`src/rtl/xbr_pkg.sv`:
```
package xbr_pkg;

    localparam int LANE_W = 8;

    typedef enum logic [1:0] {
        ST_IDLE = 2'd0,
        ST_WAIT = 2'd1,
        ST_DATA = 2'd2,
        ST_NOP  = 2'd3
    } xbr_state_e;

    function automatic logic lane_parity(input logic [LANE_W-1:0] b);
        return ^b;
    endfunction

endpackage

```
`src/rtl/xbr_lat_pipe.sv`:
```
module xbr_lat_pipe #(
    parameter int LAT = 2
) (
    input  logic clk,
    input  logic rst,
    input  logic flush,
    input  logic req,
    output logic arrive,
    output logic pending
);

    logic [LAT-1:0] vld;

    always_ff @(posedge clk) begin
        if (rst || flush) begin
            vld <= '0;
        end else begin
            vld[0] <= req;
            for (int k = 1; k < LAT; k++) begin
                vld[k] <= vld[k-1];
            end
        end
    end

    assign arrive  = vld[LAT-1];
    assign pending = |vld;

endmodule

```
`src/rtl/xbr_fsm.sv`:
```
module xbr_fsm
    import xbr_pkg::*;
#(
    parameter int AW   = 16,
    parameter int BMAX = 8
) (
    input  logic                     clk,
    input  logic                     rst,
    input  logic                     cs_n,
    input  logic                     rd_n,
    input  logic                     wr_n,
    input  logic                     burst,
    input  logic [AW-1:0]            addr,
    input  logic                     arrive,
    input  logic                     pending,
    output xbr_state_e               state,
    output logic                     start,
    output logic                     flush,
    output logic                     mem_req,
    output logic [AW-1:0]            mem_addr,
    output logic [$clog2(BMAX)-1:0]  sel
);

    localparam int OFFW = $clog2(BMAX);
    localparam int CNTW = $clog2(BMAX + 1);

    xbr_state_e      nxt;
    logic            rd_prev;
    logic            burst_q;
    logic [AW-1:0]   base;
    logic [CNTW-1:0] issued;
    logic            active;
    logic            more;

    assign active = (state == ST_WAIT) || (state == ST_DATA);
    assign start  = ((state == ST_IDLE) || (state == ST_NOP)) &&
                    !cs_n && !rd_n && wr_n && rd_prev;
    assign more   = active && burst_q && (issued < CNTW'(BMAX));
    assign flush  = active && (cs_n || rd_n);

    assign mem_req  = start || more;
    assign mem_addr = start ? addr : (base + AW'(issued));
    assign sel      = burst_q ? (addr[OFFW-1:0] - base[OFFW-1:0]) : '0;

    always_comb begin
        nxt = state;
        unique case (state)
            ST_IDLE: if (start) nxt = ST_WAIT;
            ST_NOP: begin
                if (cs_n)       nxt = ST_IDLE;
                else if (start) nxt = ST_WAIT;
            end
            ST_WAIT, ST_DATA: begin
                if (cs_n)                          nxt = ST_IDLE;
                else if (rd_n)                     nxt = ST_NOP;
                else if (state == ST_WAIT && arrive) nxt = ST_DATA;
            end
            default: nxt = ST_IDLE;
        endcase
    end

    always_ff @(posedge clk) begin
        if (rst) begin
            state   <= ST_IDLE;
            rd_prev <= 1'b1;
            burst_q <= 1'b0;
            base    <= '0;
            issued  <= '0;
        end else begin
            state   <= nxt;
            rd_prev <= rd_n;
            if (start) begin
                base    <= addr;
                burst_q <= burst;
                issued  <= CNTW'(1);
            end else if (more) begin
                issued  <= issued + CNTW'(1);
            end
        end
    end

    // once data flows, wait never returns within the same read
    p_no_rewait_r6: assert property (@(posedge clk) disable iff (rst)
        (state == ST_DATA) |=> (state != ST_WAIT));

    // idle means no fetch is left in flight
    p_idle_quiet_r7: assert property (@(posedge clk) disable iff (rst)
        (state == ST_IDLE) |-> !pending);

endmodule

```
`src/rtl/xbr_word_buf.sv`:
```
module xbr_word_buf
    import xbr_pkg::*;
#(
    parameter int DW   = 32,
    parameter int BMAX = 8
) (
    input  logic                     clk,
    input  logic                     rst,
    input  logic                     start,
    input  logic                     arrive,
    input  logic                     load,
    input  logic [$clog2(BMAX)-1:0]  sel,
    input  logic [DW-1:0]            rdata,
    output logic [DW-1:0]            data_q,
    output logic [DW/LANE_W-1:0]     par_q
);

    localparam int OFFW  = $clog2(BMAX);
    localparam int LANES = DW / LANE_W;

    logic [DW-1:0]    words [BMAX];
    logic [OFFW-1:0]  fill;
    logic [DW-1:0]    pick;
    logic [LANES-1:0] pick_par;

    assign pick = (arrive && (sel == fill)) ? rdata : words[sel];

    for (genvar i = 0; i < LANES; i++) begin : g_lane
        assign pick_par[i] = lane_parity(pick[i*LANE_W +: LANE_W]);

        // every lane plus its parity bit carries an even count of ones
        p_lane_parity_r4: assert property (@(posedge clk) disable iff (rst)
            par_q[i] == (^data_q[i*LANE_W +: LANE_W]));
    end

    always_ff @(posedge clk) begin
        if (arrive) begin
            words[fill] <= rdata;
        end
    end

    always_ff @(posedge clk) begin
        if (rst) begin
            fill   <= '0;
            data_q <= '0;
            par_q  <= '0;
        end else begin
            if (start) begin
                fill <= '0;
            end else if (arrive) begin
                fill <= fill + OFFW'(1);
            end
            if (load) begin
                data_q <= pick;
                par_q  <= pick_par;
            end
        end
    end

endmodule

```
`src/rtl/xbus_read_target.sv`:
```
module xbus_read_target
    import xbr_pkg::*;
#(
    parameter int AW   = 16,
    parameter int DW   = 32,
    parameter int BMAX = 8,
    parameter int LAT  = 2
) (
    input  logic            clk,
    input  logic            rst,
    input  logic            cs_n,
    input  logic            rd_n,
    input  logic            wr_n,
    input  logic [DW/8-1:0] be_n,
    input  logic            burst,
    input  logic [AW-1:0]   addr,
    output logic            wait_n,
    output logic [DW-1:0]   data_out,
    output logic [DW/8-1:0] parity_out,
    output logic            data_oe,
    output logic            mem_req,
    output logic [AW-1:0]   mem_addr,
    input  logic [DW-1:0]   mem_rdata
);

    localparam int OFFW = $clog2(BMAX);

    xbr_state_e      state;
    logic            start;
    logic            flush;
    logic            arrive;
    logic            pending;
    logic            load;
    logic [OFFW-1:0] sel;
    logic            unused_be;

    assign unused_be = ^be_n;

    xbr_fsm #(.AW(AW), .BMAX(BMAX)) u_fsm (
        .clk      (clk),
        .rst      (rst),
        .cs_n     (cs_n),
        .rd_n     (rd_n),
        .wr_n     (wr_n),
        .burst    (burst),
        .addr     (addr),
        .arrive   (arrive),
        .pending  (pending),
        .state    (state),
        .start    (start),
        .flush    (flush),
        .mem_req  (mem_req),
        .mem_addr (mem_addr),
        .sel      (sel)
    );

    xbr_lat_pipe #(.LAT(LAT)) u_lat (
        .clk     (clk),
        .rst     (rst),
        .flush   (flush),
        .req     (mem_req),
        .arrive  (arrive),
        .pending (pending)
    );

    assign load = ((state == ST_WAIT) && arrive) || (state == ST_DATA);

    xbr_word_buf #(.DW(DW), .BMAX(BMAX)) u_buf (
        .clk    (clk),
        .rst    (rst),
        .start  (start),
        .arrive (arrive),
        .load   (load),
        .sel    (sel),
        .rdata  (mem_rdata),
        .data_q (data_out),
        .par_q  (parity_out)
    );

    assign wait_n  = (state != ST_WAIT);
    assign data_oe = (state == ST_DATA) && !cs_n && !rd_n;

    // a recognised start pulls wait on the next cycle
    p_start_waits_r2: assert property (@(posedge clk) disable iff (rst)
        start |=> !wait_n);

    // leaving the wait phase needs the fetched word to have arrived
    p_release_on_arrival_r3: assert property (@(posedge clk) disable iff (rst)
        (state == ST_DATA && $past(state) == ST_WAIT) |-> $past(arrive));

    // unchanged address over two data loads keeps the word on the bus
    p_hold_stable_r5: assert property (@(posedge clk) disable iff (rst)
        (state == ST_DATA && $past(state) == ST_DATA && $past(state, 2) == ST_DATA &&
         $past(addr) == $past(addr, 2)) |-> ($stable(data_out) && $stable(parity_out)));

    // with select held, a fresh strobe out of the gap restarts the wait
    p_restart_from_gap_r8: assert property (@(posedge clk) disable iff (rst)
        (state == ST_NOP && !cs_n && !rd_n && wr_n) |=> !wait_n);

    // the drivers only switch on after a wait or data cycle
    p_oe_after_fetch_r9: assert property (@(posedge clk) disable iff (rst)
        $rose(data_oe) |-> ($past(state) == ST_WAIT || $past(state) == ST_DATA));

endmodule

```
`config.mk`:
```
export PLATFORM = sky130hd
export DESIGN_NAME = xbus_read_target
export DESIGN_NICKNAME = d
export VERILOG_FILES = /design/src/rtl/xbr_pkg.sv /design/src/rtl/xbr_lat_pipe.sv /design/src/rtl/xbr_fsm.sv /design/src/rtl/xbr_word_buf.sv /design/src/rtl/xbus_read_target.sv
export SDC_FILE = /design/constraint.sdc
export NUM_CORES = 1
export LEC_CHECK = 0
export ABC_AREA = 1
export BUFFER_PORTS_ARGS = -buffer_cell sky130_fd_sc_hd__buf_2
export CAP_MARGIN = 20
export CELL_PAD_IN_SITES_DETAIL_PLACEMENT = 1
export CELL_PAD_IN_SITES_GLOBAL_PLACEMENT = 1
export CORE_MARGIN = 2
export CORE_UTILIZATION = 40
export CTS_BUF_LIST = sky130_fd_sc_hd__clkbuf_16
export DETAILED_ROUTE_END_ITERATION = 6
export PLACE_DENSITY_LB_ADDON = 0.1
export SLEW_MARGIN = 10
export SYNTH_ARGS = -nofsm -noshare
export SYNTH_HDL_FRONTEND = slang
export SYNTH_HIERARCHICAL = 1
export SYNTH_SLANG_ARGS = --single-unit
```
`constraint.sdc`:
```
create_clock -name clk -period 3.6 [get_ports clk]
set_clock_uncertainty 0.2 [all_clocks]
set_input_delay 0.36 -clock clk [delete_from_list [all_inputs] [get_ports clk]]
set_output_delay 0.36 -clock clk [all_outputs]
set_load 0.05 [all_outputs]
```
==> out/summary.log <==
INFO  outcome        status=complete, no violations
INFO  hold_path      hold_start=rst
INFO  route          via_count=12000
INFO  setup_path     worstPathMaxFanout=30
INFO  finish         fin_nets=1954
INFO  power_and_ir_drop total_leakage_power=8.30nW
INFO  power_and_ir_drop seq_power_share=0.474
INFO  power_and_ir_drop max-vdd-ir-drop=0.000299V
INFO  sta            max_clock_freq=0.295GHz
INFO  power_and_ir_drop swShare=0.233
INFO  hold_path      min_delay_path_depth=2
INFO  finish         post_layout_nonfiller_instances=2385
INFO  sta            post-route-worst-setup-slack=0.209ns
INFO  clocking       clock_insertion_delay_worst_skew=0.55ns
INFO  floorplan      ioPinCount=113
INFO  clocking       cts-root-buf=sky130_fd_sc_hd__clkbuf_16
INFO  sta            tightestPinTransition=1.01ns
INFO  sta            post-route-min-period=3.39ns
INFO  clocking       number_of_buffers_on_the_longest_clock_path=3
INFO  setup_path     r2r_cells=23
INFO  route          post_drt_via_cell_ratio=5.02
INFO  grt            grt_max_degree=86
INFO  route          first_iter_violations=523
INFO  placed_design  place_ws=0.0838ns
INFO  setup_path     worst-endpoint-arrival=2.83ns
INFO  sta            worst_case_hold_slack=0.159ns
INFO  finish         final-seq-area=8990um^2
INFO  sta            timing.final.max_slew_violations=0
INFO  setup_path     worst_ep_required_time=3.04ns
INFO  grt            grtUsageTotal=0.229
INFO  setup_path     crit-reg2reg-capture=u_buf/par_q[3]
INFO  power_and_ir_drop switching_power=1.98mW
INFO  sta            unrepaired_setup_endpoints_after_global_routing=yes
INFO  clocking       clock_tree_from_tritoncts=built
INFO  logic_synthesis postSynthCellCount=1697
INFO  clocking       total_clock_buffers_created_by_cts=39
INFO  route          drt_wl_total=43900um
INFO  power_and_ir_drop power-per-cell-area=465nW/um^2
INFO  finish         layout-drive-gt1-share=0.148
INFO  placed_design  dp.cells=2261
INFO  clocking       cts_sinks=321
INFO  finish         finish.utilization=0.490
INFO  sta            final-setup-viol-count=0
INFO  setup_path     crit_type=reg2out
INFO  finish         fin_area=18300um^2
INFO  sta            tns=0ns
INFO  setup_path     critical_path_startpoint_category=flip-flop
INFO  setup_path     critical_path.reg2reg.startpoint=u_fsm/base[0]
INFO  sta            fin_crit_sh=0.942
INFO  grt            first_global_vias=12600
INFO  floorplan      core_region_area=37300um^2
INFO  floorplan      die_area=39200um^2
INFO  sta            slew_headroom=0.323
INFO  power_and_ir_drop p_clk_frac=0.445
INFO  finish         final.fill_count=4300
INFO  run            cap_violations=0
INFO  finish         multiInputGateArea=4790um^2
INFO  placed_design  dp_area=16400um^2
INFO  grt            grt_first_pass_wirelength=68300um
INFO  clocking       cts-htree-levels=2
INFO  sta            hold_vio_cnt_final=0
INFO  floorplan      die-height=198um
INFO  logic_synthesis syn-cell-area=15000um^2
INFO  floorplan      start_util=0.403
INFO  finish         insertedDiodeCount=0
INFO  finish         area_growth=21.5%
INFO  power_and_ir_drop finalPower=8.49mW
INFO  power_and_ir_drop power.internal=6.51mW
INFO  hold_path      hold_path_end=u_fsm/base[10]
INFO  setup_path     worst_setup_path_startpoint=u_fsm/state[0]
INFO  placed_design  portBuffers=108
INFO  clocking       clkSlewWorstSetupHoldPaths=0.05ns
INFO  logic_synthesis yosys_warnings=6
INFO  route          first_pass_iters=5
INFO  logic_synthesis avgSynthCellArea=8.86um^2
INFO  floorplan      num_rows=71
INFO  floorplan      floorplan.die.width=198um
INFO  route          drc_errors=0
INFO  placed_design  gpl.final_weighted_congestion=0.755
INFO  setup_path     critPathCaptureType=output pin
INFO  grt            antenna_found_initial=0
INFO  hold_path      min-delay-path-class=in2reg
INFO  logic_synthesis mappedNetlistNets=1768
INFO  setup_path     r2r_setup_slack=0.40ns
INFO  power_and_ir_drop combinationalPowerShare=0.080
INFO  placed_design  detailed_place_hpwl=26800um
INFO  route          route.antenna.remaining_nets=0
INFO  route          post_drt_wl_per_cell=18.4um
INFO  grt            grt_remaining_overflow=0
==> critical path, stage by stage, from the launching register on <==
cell	delay (ns)
sky130_fd_sc_hd__dfxtp_1	0.47
sky130_fd_sc_hd__inv_1	0.11
sky130_fd_sc_hd__ha_1	0.38
sky130_fd_sc_hd__nor2_2	0.22
sky130_fd_sc_hd__nand2_4	0.25
sky130_fd_sc_hd__inv_6	0.27
sky130_fd_sc_hd__nand2_1	0.10
sky130_fd_sc_hd__o21ai_0	0.15
sky130_fd_sc_hd__buf_2	0.33
==> worst max path at each step <==
stage	to	slack, ns	cells after the start
3_3_place_gp	u_buf/par_q[3]	0.15	25
5_1_grt	u_buf/par_q[0]	-0.01	26
3_5_place_dp	u_buf/par_q[2]	0.08	24
2_1_floorplan	mem_addr[4]	0.72	7
4_1_cts	u_buf/par_q[2]	0.1	25
6_report	mem_addr[2]	0.21	8
==> timing repair <==
item / CTS / global route
gates resized for setup: 0 / 21
setup endpoints to repair: 0 / 6
setup buffers: 0 / 3
endpoints found under the hold margin: 275 / 0
hold buffers: 51 / 0
==> sequential cells by signal, summed over array words and instances, names as in the netlist <==
| signal | count |
|---|---|
| u_buf/fill | 3 |
| u_lat/vld | 2 |
| u_fsm/state | 2 |
| u_fsm/burst_q | 1 |
| u_fsm/issued | 4 |
| u_fsm/base | 16 |
| u_fsm/rd_prev | 1 |
| u_buf/par_q | 4 |
| u_buf/data_q | 32 |
| u_buf/words | 256 |
==> final cells by class <==
class / instances / area share
clock buffers: 41 / 0.0562
clock inverters: 28 / 0.0108
inverters: 252 / 0.0523
multi-input cells: 1051 / 0.262
flip-flops and latches: 321 / 0.492
well taps: 474 / 0.0325
repair buffers: 218 / 0.0939
==> power groups by stage <==
stage / Clock [mW] / Combinational [mW] / Sequential [mW]
finish: 3.78 / 0.683 / 4.03
floorplan: 0 / 0.357 / 4.11
global placement: 0 / 0.613 / 4.10
CTS: 3.89 / 0.681 / 4.03
detailed placement: 0 / 0.631 / 4.10
global route: 4.02 / 0.766 / 4.03
==> cells in the final DEF (no fill, tap or decap), types with 2 or more instances in the layout <==
master / count
sky130_fd_sc_hd__nor2_2: 7
sky130_fd_sc_hd__dlygate4sd3_1: 51
sky130_fd_sc_hd__nand2_2: 20
sky130_fd_sc_hd__clkinv_1: 9
sky130_fd_sc_hd__nor2_1: 62
sky130_fd_sc_hd__buf_2: 108
sky130_fd_sc_hd__clkbuf_16: 42
sky130_fd_sc_hd__edfxtp_1: 256
sky130_fd_sc_hd__o211ai_1: 36
sky130_fd_sc_hd__o21ai_0: 14
sky130_fd_sc_hd__bufinv_16: 3
sky130_fd_sc_hd__nor2_4: 11
sky130_fd_sc_hd__nand4_1: 5
sky130_fd_sc_hd__nand3_1: 185
sky130_fd_sc_hd__inv_1: 248
sky130_fd_sc_hd__buf_4: 41
sky130_fd_sc_hd__clkinv_2: 7
sky130_fd_sc_hd__nand2_4: 2
sky130_fd_sc_hd__ha_1: 11
sky130_fd_sc_hd__buf_12: 16
sky130_fd_sc_hd__inv_2: 9
sky130_fd_sc_hd__or2_2: 6
sky130_fd_sc_hd__fa_1: 2
sky130_fd_sc_hd__xnor2_1: 7
sky130_fd_sc_hd__dfxtp_1: 65
sky130_fd_sc_hd__inv_4: 2
sky130_fd_sc_hd__nand2_1: 643
sky130_fd_sc_hd__a21oi_1: 26
==> metal layers <==
metal	global-route usage	wire length (um)	vias to the layer above
li1	-	-	5795
met2	0.407	22000	201
met4	0.0816	1290	0
met1	0.282	18900	5901
met3	0.0371	1670	72
met5	0	0	-
No activity file was read; power rests on OpenSTA's default activity.
